<file path="src/rtl/cxs_pkg.sv">
package cxs_pkg;

    localparam int CTL_W      = 8;
    localparam int CB_ABORT   = 7;
    localparam int CB_CONT    = 6;
    localparam int CB_AUTO    = 5;
    localparam int CB_ENABLE  = 4;
    localparam logic [CTL_W-1:0] RD_MASK = CTL_W'(1) << CB_AUTO;

    typedef enum logic [2:0] {
        S_IDLE,
        S_WAIT_RESP,
        S_ARMED,
        S_RUN,
        S_STALL,
        S_BOUND,
        S_ABORT
    } seq_state_t;

    typedef enum logic [1:0] {
        CAUSE_NONE  = 2'd0,
        CAUSE_FIFO  = 2'd1,
        CAUSE_BOUND = 2'd2,
        CAUSE_ABORT = 2'd3
    } halt_cause_t;

    typedef struct packed {
        logic abort;
        logic cont;
        logic enable;
    } ctl_req_t;

    function automatic ctl_req_t decode_ctl(input logic wr, input logic [CTL_W-1:0] d);
        ctl_req_t r;
        r.abort  = wr & d[CB_ABORT];
        r.cont   = wr & d[CB_CONT];
        r.enable = wr & d[CB_ENABLE];
        return r;
    endfunction

    function automatic halt_cause_t cause_of(input seq_state_t s);
        case (s)
            S_STALL: return CAUSE_FIFO;
            S_BOUND: return CAUSE_BOUND;
            S_ABORT: return CAUSE_ABORT;
            default: return CAUSE_NONE;
        endcase
    endfunction

    function automatic logic is_busy(input seq_state_t s);
        return (s != S_IDLE) && (s != S_ABORT);
    endfunction

endpackage

</file>
<file path="src/rtl/cxs_ctl_regs.sv">
module cxs_ctl_regs
    import cxs_pkg::*;
(
    input  logic             clk,
    input  logic             rst,
    input  logic             ctl_wr,
    input  logic [CTL_W-1:0] ctl_wdata,
    output ctl_req_t         req,
    output logic             auto_mode,
    output logic [CTL_W-1:0] ctl_rdata
);

    logic [CTL_W-1:0] ctl_q;

    always_ff @(posedge clk) begin
        if (rst) begin
            ctl_q <= '0;
        end else if (ctl_wr) begin
            ctl_q <= ctl_wdata;
        end
    end

    always_comb begin
        req       = decode_ctl(ctl_wr, ctl_wdata);
        auto_mode = ctl_q[CB_AUTO];
        ctl_rdata = ctl_q & RD_MASK;
    end

endmodule

</file>
<file path="src/rtl/cxs_blk_counter.sv">
module cxs_blk_counter #(
    parameter int BLK_W = 8
) (
    input  logic             clk,
    input  logic             rst,
    input  logic             load,
    input  logic [BLK_W-1:0] total_in,
    input  logic             inc,
    output logic             last
);

    localparam int CW = BLK_W + 1;

    logic [BLK_W-1:0] cnt_q;
    logic [BLK_W-1:0] total_q;
    logic [CW-1:0]    next_cnt;

    always_ff @(posedge clk) begin
        if (rst) begin
            cnt_q   <= '0;
            total_q <= '0;
        end else if (load) begin
            cnt_q   <= '0;
            total_q <= total_in;
        end else if (inc) begin
            cnt_q   <= cnt_q + 1'b1;
        end
    end

    always_comb begin
        next_cnt = {1'b0, cnt_q} + CW'(1);
        last     = next_cnt >= {1'b0, total_q};
    end

endmodule

</file>
<file path="src/rtl/cxs_fsm.sv">
module cxs_fsm
    import cxs_pkg::*;
(
    input  logic       clk,
    input  logic       rst,
    input  ctl_req_t   req,
    input  logic       auto_mode,
    input  logic       cmd_start,
    input  logic       cmd_write,
    input  logic       resp_done,
    input  logic       blk_done,
    input  logic       fifo_full,
    input  logic       fifo_empty,
    input  logic       blk_last,
    output logic       cnt_load,
    output logic       cnt_inc,
    output seq_state_t state,
    output logic       dir_w,
    output logic       abort_pulse,
    output logic       done
);

    seq_state_t state_q, state_d;
    logic       dir_q, auto_q;
    logic       abort_take, fifo_stall;
    logic       done_d;

    always_comb begin
        abort_take = req.abort && is_busy(state_q);
        fifo_stall = dir_q ? fifo_empty : fifo_full;
        cnt_load   = !abort_take && !is_busy(state_q) && cmd_start;
        cnt_inc    = !abort_take && (state_q == S_RUN) && blk_done;
        state_d    = state_q;
        done_d     = 1'b0;
        if (abort_take) begin
            state_d = S_ABORT;
        end else begin
            case (state_q)
                S_IDLE, S_ABORT: if (cmd_start) state_d = S_WAIT_RESP;
                S_WAIT_RESP:     if (resp_done) state_d = dir_q ? S_ARMED : S_RUN;
                S_ARMED:         if (req.enable) state_d = S_RUN;
                S_RUN: begin
                    if (blk_done) begin
                        if (auto_q && blk_last) begin
                            state_d = S_IDLE;
                            done_d  = 1'b1;
                        end else if (!auto_q) begin
                            state_d = S_BOUND;
                        end
                    end else if (fifo_stall) begin
                        state_d = S_STALL;
                    end
                end
                S_STALL:         if (req.enable) state_d = S_RUN;
                S_BOUND:         if (req.enable && req.cont) state_d = S_RUN;
                default:         state_d = S_IDLE;
            endcase
        end
    end

    always_ff @(posedge clk) begin
        if (rst) begin
            state_q     <= S_IDLE;
            dir_q       <= 1'b0;
            auto_q      <= 1'b0;
            abort_pulse <= 1'b0;
            done        <= 1'b0;
        end else begin
            state_q     <= state_d;
            abort_pulse <= abort_take;
            done        <= done_d;
            if (cnt_load) begin
                dir_q  <= cmd_write;
                auto_q <= auto_mode;
            end
        end
    end

    assign state = state_q;
    assign dir_w = dir_q;

endmodule

</file>
<file path="src/rtl/cxs_status.sv">
module cxs_status
    import cxs_pkg::*;
(
    input  seq_state_t  state,
    output logic        xfer_active,
    output logic        halted,
    output logic [1:0]  halt_cause
);

    halt_cause_t cause;

    always_comb begin
        cause       = cause_of(state);
        xfer_active = (state == S_RUN);
        halted      = (cause != CAUSE_NONE);
        halt_cause  = cause;
    end

endmodule

</file>
<file path="src/rtl/cardxfer_seq.sv">
module cardxfer_seq
    import cxs_pkg::*;
#(
    parameter int BLK_W = 8
) (
    input  logic             clk,
    input  logic             rst,
    input  logic             ctl_wr,
    input  logic [CTL_W-1:0] ctl_wdata,
    output logic [CTL_W-1:0] ctl_rdata,
    input  logic             cmd_start,
    input  logic             cmd_write,
    input  logic [BLK_W-1:0] cmd_blocks,
    input  logic             resp_done,
    input  logic             blk_done,
    input  logic             fifo_full,
    input  logic             fifo_empty,
    output logic             xfer_active,
    output logic             halted,
    output logic [1:0]       halt_cause,
    output logic             abort_pulse,
    output logic             done
);

    ctl_req_t   req;
    logic       auto_mode;
    logic       blk_last, cnt_load, cnt_inc;
    logic       dir_w;
    seq_state_t state;

    cxs_ctl_regs u_regs (
        .clk       (clk),
        .rst       (rst),
        .ctl_wr    (ctl_wr),
        .ctl_wdata (ctl_wdata),
        .req       (req),
        .auto_mode (auto_mode),
        .ctl_rdata (ctl_rdata)
    );

    cxs_blk_counter #(.BLK_W(BLK_W)) u_cnt (
        .clk      (clk),
        .rst      (rst),
        .load     (cnt_load),
        .total_in (cmd_blocks),
        .inc      (cnt_inc),
        .last     (blk_last)
    );

    cxs_fsm u_fsm (
        .clk         (clk),
        .rst         (rst),
        .req         (req),
        .auto_mode   (auto_mode),
        .cmd_start   (cmd_start),
        .cmd_write   (cmd_write),
        .resp_done   (resp_done),
        .blk_done    (blk_done),
        .fifo_full   (fifo_full),
        .fifo_empty  (fifo_empty),
        .blk_last    (blk_last),
        .cnt_load    (cnt_load),
        .cnt_inc     (cnt_inc),
        .state       (state),
        .dir_w       (dir_w),
        .abort_pulse (abort_pulse),
        .done        (done)
    );

    cxs_status u_stat (
        .state       (state),
        .xfer_active (xfer_active),
        .halted      (halted),
        .halt_cause  (halt_cause)
    );

endmodule

</file>
<file path="config.mk">
export PLATFORM = sky130hd
export DESIGN_NAME = cardxfer_seq
export DESIGN_NICKNAME = d
export VERILOG_FILES = /design/src/rtl/cxs_pkg.sv /design/src/rtl/cxs_ctl_regs.sv /design/src/rtl/cxs_blk_counter.sv /design/src/rtl/cxs_fsm.sv /design/src/rtl/cxs_status.sv /design/src/rtl/cardxfer_seq.sv
export SDC_FILE = /design/constraint.sdc
export NUM_CORES = 1
export LEC_CHECK = 0
export ABC_AREA = 0
export ABC_CLOCK_PERIOD_IN_PS = 6630
export CORE_MARGIN = 1
export CORE_UTILIZATION = 67
export CTS_CLUSTER_DIAMETER = 50
export DETAILED_ROUTE_END_ITERATION = 8
export DONT_BUFFER_PORTS = 1
export PLACE_DENSITY = 0.91
export SYNTH_ARGS = -nofsm -noshare
export SYNTH_HDL_FRONTEND = slang
export SYNTH_SLANG_ARGS = --single-unit
</file>
<file path="constraint.sdc">
create_clock -name clk -period 6.63 [get_ports clk]
set_input_delay 0.3315 -clock clk [delete_from_list [all_inputs] [get_ports clk]]
set_output_delay 0.3315 -clock clk [all_outputs]
set_load 0.01 [all_outputs]
</file>
==> results of run 1 <==
[cell usage after synthesis, types with 2 or more instances]
| library cell | n | area share (%) |
|---|---|---|
| dfxtp_1 | 24 | 31 |
| nor2_1 | 22 | 5.3 |
| mux2i_1 | 12 | 7.8 |
| nand2_1 | 11 | 2.7 |
| xnor2_1 | 11 | 6.2 |
| buf_4 | 10 | 4.9 |
| inv_1 | 10 | 2.4 |
| nor3_1 | 10 | 3.2 |
| ha_1 | 9 | 7.3 |
| a21oi_1 | 5 | 1.6 |
| nor2b_1 | 5 | 2.0 |
| o21ai_0 | 4 | 1.3 |
| xor2_1 | 4 | 2.3 |
| buf_6 | 3 | 2.2 |
| clkbuf_1 | 3 | 0.73 |
| nand3_1 | 3 | 0.97 |
| nand4_1 | 3 | 1.2 |
| a2111oi_2 | 2 | 1.9 |
| a211oi_1 | 2 | 0.97 |
| a21o_1 | 2 | 0.97 |
| and2_1 | 2 | 0.81 |
| and3_1 | 2 | 0.81 |
[stage by stage]
| stage | hold slack [ns] | util, % | std cells |
|---|---|---|---|
| after detailed placement | 0.404 | 67.6 | 196 |
| after CTS | 0.0476 | 69.3 | 200 |
| after global routing | 0.0390 | 69.3 | 200 |
| after floorplan | 0.400 | - | 184 |
| final | 0.0541 | 69.3 | 200 |
| after global placement | 0.404 | 67.6 | 196 |
[area by class of cell]
class,instances,area share (%)
clock buffer,4,2.39
inverter,10,2.47
multi-input combinational,134,61.2
sequential,24,31.7
tap,28,2.31
[flip-flops by register name (all words and copies together) (netlist names)]
register,flops
u_fsm.dir_w,1
u_cnt.total_q,8
u_regs.ctl_q,1
u_fsm.state,3
u_fsm.auto_q,1
u_cnt.cnt_q,8
u_fsm.abort_pulse,1
u_fsm.done,1
[final timing paths]
check	start	to	slack [ns]	depth (start not counted)
setup / recovery	u_cnt.cnt_q[0]	u_fsm.state[1]	3.78	10
hold / removal	rst	u_fsm.state[1]	0.05	1
setup reg to reg	u_cnt.cnt_q[0]	u_fsm.state[1]	3.78	10
hold reg to reg	u_cnt.total_q[2]	u_cnt.total_q[2]	0.51	2
[where the power goes]
part | total, mW | switching (mW) | internal (mW) | leakage, nW
registers | 0.203 | 0.0370 | 0.166 | 0.195
logic | 0.188 | 0.105 | 0.0832 | 0.380
clock network | 0.0788 | 0.0452 | 0.0337 | 0.0210
[cells in the final DEF (no fill, tap or decap), types with 2 or more instances in the layout]
cell type | Yosys | routed
dfxtp_1 | 24 | 24
a21oi_1 | 5 | 5
a2111oi_2 | 2 | 2
nand2_1 | 11 | 11
nor2b_1 | 5 | 5
and3_1 | 2 | 2
nor2_1 | 22 | 22
a211oi_1 | 2 | 2
inv_1 | 10 | 10
and2_1 | 2 | 2
nand3_1 | 3 | 3
mux2i_1 | 12 | 12
a21o_1 | 2 | 2
conb_1 | 1 | 7
xor2_1 | 4 | 4
nor3_1 | 10 | 10
xnor2_1 | 11 | 11
o21ai_0 | 4 | 4
nand4_1 | 3 | 3
clkbuf_4 | 0 | 3
ha_1 | 9 | 9
[logic make-up (layout without fill, tap and decap cells)]
family          count (synthesis)  in the layout  share of synthesized area [%]
compound gates                 26             26                           13.9
xor+xnor                       15             15                           8.51
other cells                     1              7                          0.243
simple gates                   64             64                           20.0
fa+ha+maj                       9              9                           7.29
flops                          24             24                           31.1
buf+inv                        26             14                           10.2
mux                            13             13                           8.75
[routing by layer]
layer | wire, um | vias up
met5 | 0 | -
met4 | 42 | 0
met3 | 85 | 5
met2 | 1540 | 29
met1 | 1190 | 563
li1 | - | 587
[worst reg2reg max path, delay by kind of cell, from the launching register on]
kind	cells	cell delay, ns
AND/OR/NAND/NOR	4	1.00
adder cells (fa/ha/maj)	2	0.53
XOR/XNOR	1	0.14
AO/OA/AOI/OAI	3	0.64
flip-flops	1	0.42
==> flow_metrics.tcl, run 1 <==
set metrics [dict create \
    status "completed" \
    area_growth_pct -1.70 \
    busiest_layer "met2" \
    cts_sinks 24 \
    crit_type "reg -> reg" \
    worstSetupStartpointType "register" \
    setup_ws_ns 3.78 \
    ir_drop_mv 0.205 \
    power_density_nw_per_um2 310 \
    worst_slew_pin_slew_ns 0.868 \
    synth_seq_cells 24 \
    skew_ns 0.00179 \
    cp_slowest_cell "a2111oi_1" \
    cpPeakStageDelay_ns 0.48 \
    first_pass_iters 4 \
    ys.flop_type "dfxtp_1" \
    final_layout_size_suffix_gt1_share_pct 7.56 \
    post_cts_buffers 0 \
    multi_input_area_um2 928 \
    cpLargestDelayFamily "simple AND/OR/NAND/NOR gates" \
    cp_max_fo 4 \
    grt_use_met3_pct 3.70 \
    path_buf_inv 0 \
    crit_path_end_kind "register" \
    drtAntennaViolNets 0 \
    wl_per_cell_um 14.3 \
    rows 17 \
    synth_edf_count 0 \
    syn_area_um2 1540 \
    die_y_um 50.0 \
    max_slew_margin_pct 42.1 \
    cp.arrival_ns 3.06 \
    num_vias 1184 \
    clock.fmax_ghz 0.351 \
    gr-usage-met2_pct 50.9 \
    hold_buffers 0 \
    numCtsBuffers 3 \
    slew_viol_final 0 \
    regArea_um2 480 \
    place.gp.congestion 0.841 \
    drt_iter0_markers 12 \
    antenna_found_initial 0 \
    cpMostUsedCell "ha_1" \
    grt_pass1_vias 1191 \
    initial_core_util_pct 70.5 \
    drv_cap 0 \
    rsz0062_at_grt "false" \
    syn_inst 178 \
    grt_max_degree 25 \
    die_w_um 50.0 \
    final.min_clock_period_ns 2.85 \
    async_flop_share_pct 0 \
    grt_pass1_wl_um 5030 \
    synth_area_per_cell_um2 8.67 \
    ys_warn_count 0 \
    fin_tns_setup_ns 0 \
    fillCellCount 172 \
    clk_pin_slew_worst_paths_ns 0.13 \
    fin_nets 207 \
    dieArea_um2 2500 \
    fp.coreArea_um2 2190 \
    clk_path_buf_depth 2 \
    synth.distinct_cells 41 \
    crit_path_cell_trace "ha_1 > nand3_1 > or2_2 > xnor2_1 > ha_1 > o21ai_0 > nor2_1 > nand4_1 > a2111oi_1 > a2111oi_2" \
    place_ws_ns 3.81 \
    port_buffers 0 \
    post-dp-hpwl_um 2220 \
    cts_root_buf "clkbuf_4" \
    final_area_um2 1520 \
    antenna_cells 0 \
    cts_tree "yes" \
    hold_path.class "in -> reg" \
    power_leakage_nw 0.596 \
    setup_violations 0 \
    drc_errors 0 \
    ctsResizeCount 0 \
    drt_wl_total_um 2860 \
    period_share_pct 43.0 \
    grt-ovfl-total 0 \
    htreeDepth 1 \
    via_per_inst 5.92 \
    place_area_um2 1480 \
    grt_use_met1_pct 28.4 \
    grt_usage_pct 26.8 \
    cp.required_ns 6.84 \
    hold_violations 0 \
    ys_seq_area_share_pct 31.1 \
    io_pins 39 \
    totalPowerFinal_mw 0.470 \
    clk-insertion-delay-late_ns 0.32 \
]
Note: power is estimated with default switching activity, not from simulation.
==> run 2, diff against run 1 <==
--- a/config.mk
+++ b/config.mk
@@ -6,13 +6,13 @@
 export NUM_CORES = 1
 export LEC_CHECK = 0
 export ABC_AREA = 0
-export ABC_CLOCK_PERIOD_IN_PS = 6630
+export ABC_CLOCK_PERIOD_IN_PS = 2700
 export CORE_MARGIN = 1
-export CORE_UTILIZATION = 67
+export CORE_UTILIZATION = 62
 export CTS_CLUSTER_DIAMETER = 50
 export DETAILED_ROUTE_END_ITERATION = 8
 export DONT_BUFFER_PORTS = 1
-export PLACE_DENSITY = 0.91
+export PLACE_DENSITY = 0.86
 export SYNTH_ARGS = -nofsm -noshare
 export SYNTH_HDL_FRONTEND = slang
 export SYNTH_SLANG_ARGS = --single-unit
==> constraint.sdc (replaced) <==
create_clock -name clk -period 2.7 [get_ports clk]
set_input_delay 0.135 -clock clk [delete_from_list [all_inputs] [get_ports clk]]
set_output_delay 0.135 -clock clk [all_outputs]
set_load 0.01 [all_outputs]
==> run 2 against run 1 <==
  * Clock power increased to 3.3 times the previous value
  * Setup slack got worse by 3.6 ns
  * Routed wire length increased by 19%
  * Clock skew increased by 0.0056 ns
  * First-iteration DRC count increased by 50%
  * Cell count increased by 8.0%
  * Non-clock buffer count increased by 16
==> flow_metrics.tcl, run 2 (synthesized netlist as in run 1, its figures left out) <==
set metrics [dict create \
    status "completed" \
    num_vias 1270 \
    final.min_clock_period_ns 2.52 \
    cts_root_buf "clkbuf_4" \
    wl_per_cell_um 15.7 \
    via_per_inst 5.88 \
    drt_wl_total_um 3400 \
    hold_path.class "in -> reg" \
    grt_max_degree 25 \
    grt_pass1_vias 1231 \
    clk-insertion-delay-late_ns 0.31 \
    period_share_pct 93.2 \
    worst_slew_pin_slew_ns 0.990 \
    totalPowerFinal_mw 1.34 \
    io_pins 39 \
    cpLargestDelayFamily "simple AND/OR/NAND/NOR gates" \
    crit_type "reg -> reg" \
    power_density_nw_per_um2 769 \
    die_y_um 51.9 \
    worstSetupStartpointType "register" \
    grt_usage_pct 26.9 \
    max_slew_margin_pct 33.8 \
    crit_path_cell_trace "nand3_1 > or2_4 > nor2_1 > xor2_1 > ha_1 > o21ai_1 > nor2_2 > nand4_1 > a2111oi_4 > a2111oi_4" \
    antenna_cells 0 \
    cp_slowest_cell "a2111oi_4" \
    ir_drop_mv 0.777 \
    grt-ovfl-total 0 \
    drt-met1-wl_um 1380 \
    clk_path_buf_depth 2 \
    cpMostUsedCell "a2111oi_4" \
    antenna_found_initial 0 \
    hold_violations 0 \
    crit_cells 10 \
    fillCellCount 156 \
    port_buffers 0 \
    holdPathStages 3 \
    cpPeakStageDelay_ns 0.43 \
    crit_path_end_kind "register" \
    cts_sinks 24 \
    area_growth_pct 12.9 \
    top_layer_used "met4" \
    initial_core_util_pct 67.8 \
    slew_viol_final 0 \
    drc_errors 0 \
    wl_met2_um 1790 \
    setup_violations 0 \
    numCtsBuffers 3 \
    grt_pass1_wl_um 5240 \
    drv_cap 0 \
    htreeDepth 1 \
    skew_ns 0.00734 \
    drtAntennaViolNets 0 \
    cp.required_ns 2.87 \
    fp.coreArea_um2 2280 \
    post-dp-hpwl_um 2270 \
    place.gp.congestion 0.823 \
    cts_tree "yes" \
    cp.arrival_ns 2.68 \
    rows 17 \
    fin_util_pct 76.6 \
    first_pass_iters 4 \
    die_w_um 51.9 \
    clock.fmax_ghz 0.397 \
    reg2reg_depth 10 \
    dieArea_um2 2690 \
    path_buf_inv 0 \
    final_cell_mix "nor2_1 (21), dfxtp_1 (21), mux2i_1 (12), dlygate4sd3_1 (12)" \
    cp_max_fo 4 \
    power_leakage_nw 0.677 \
    final_layout_size_suffix_gt1_share_pct 12.8 \
    routed-wl-met3_um 121 \
    clk_pin_slew_worst_paths_ns 0.13 \
    drt_iter0_markers 18 \
    fin_nets 223 \
]
[run 2: cell count changes in the layout (fill, tap and decap cells not counted), sizes merged]
cell         previous run  this run
bufinv                  0         1
dlygate4sd3             0        12
clkbuf                  4         3
buf                     0         4
[run 2: per-layer routing]
metal | GRT usage, % | up-vias
li1 | - | 625
met1 | 27.3 | 594
met2 | 50.9 | 39
met3 | 3.80 | 12
met4 | 15.8 | 0
met5 | 0 | -
[run 2: stage by stage]
step / hold WS (ns) / setup slack (ns) / cells / cell area (um^2) / setup TNS [ns]
finish: 0.143 / 0.184 / 216 / 1740 / 0
global placement: 0.207 / 0.158 / 198 / 1500 / 0
CTS: 0.140 / 0.00398 / 214 / 1670 / 0
global route: 0.136 / -0.0323 / 216 / 1740 / -0.0323
floorplan: 0.204 / 0.223 / 184 / 1570 / 0
detailed placement: 0.208 / 0.0539 / 198 / 1500 / 0
[run 2: path summary, 6_finish.rpt]
path | start | endpoint | slack (ns)
min | blk_done | u_fsm.state[2] | 0.14
max | u_cnt.cnt_q[2] | u_fsm.state[1] | 0.18
max reg2reg | u_cnt.cnt_q[2] | u_fsm.state[1] | 0.18
min reg2reg | u_cnt.total_q[0] | u_cnt.total_q[0] | 0.52
[run 2: timing repair]
action                                 4_1_cts  5_1_grt
hold buffers                                12        0
setup endpoints to repair                    0        3
gates resized for setup                      0       14
endpoints found under the hold margin       24        0
setup buffers                                0        2
[run 2: worst min-delay path: cells and delay by family]
kind           cells  cell delay (ns)
multiplexers       1             0.16
AO/OA/AOI/OAI      2             0.13
[run 2: layout make-up]
type / instances / area, um^2 / area share (%)
tap: 28 / 35.0 / 2.01
multi-input combinational: 134 / 978 / 56.1
clock buffer: 3 / 22.5 / 1.29
sequential: 24 / 489 / 28.1
clock inverter: 1 / 30.0 / 1.72
inverter: 10 / 37.5 / 2.15
timing repair buffer: 16 / 150 / 8.61
[run 2: power breakdown]
part	switching [mW]	leakage [nW]	total, mW	internal (mW)
logic	0.319	0.451	0.582	0.262
clock network	0.107	0.0279	0.257	0.150
registers	0.0948	0.198	0.502	0.407
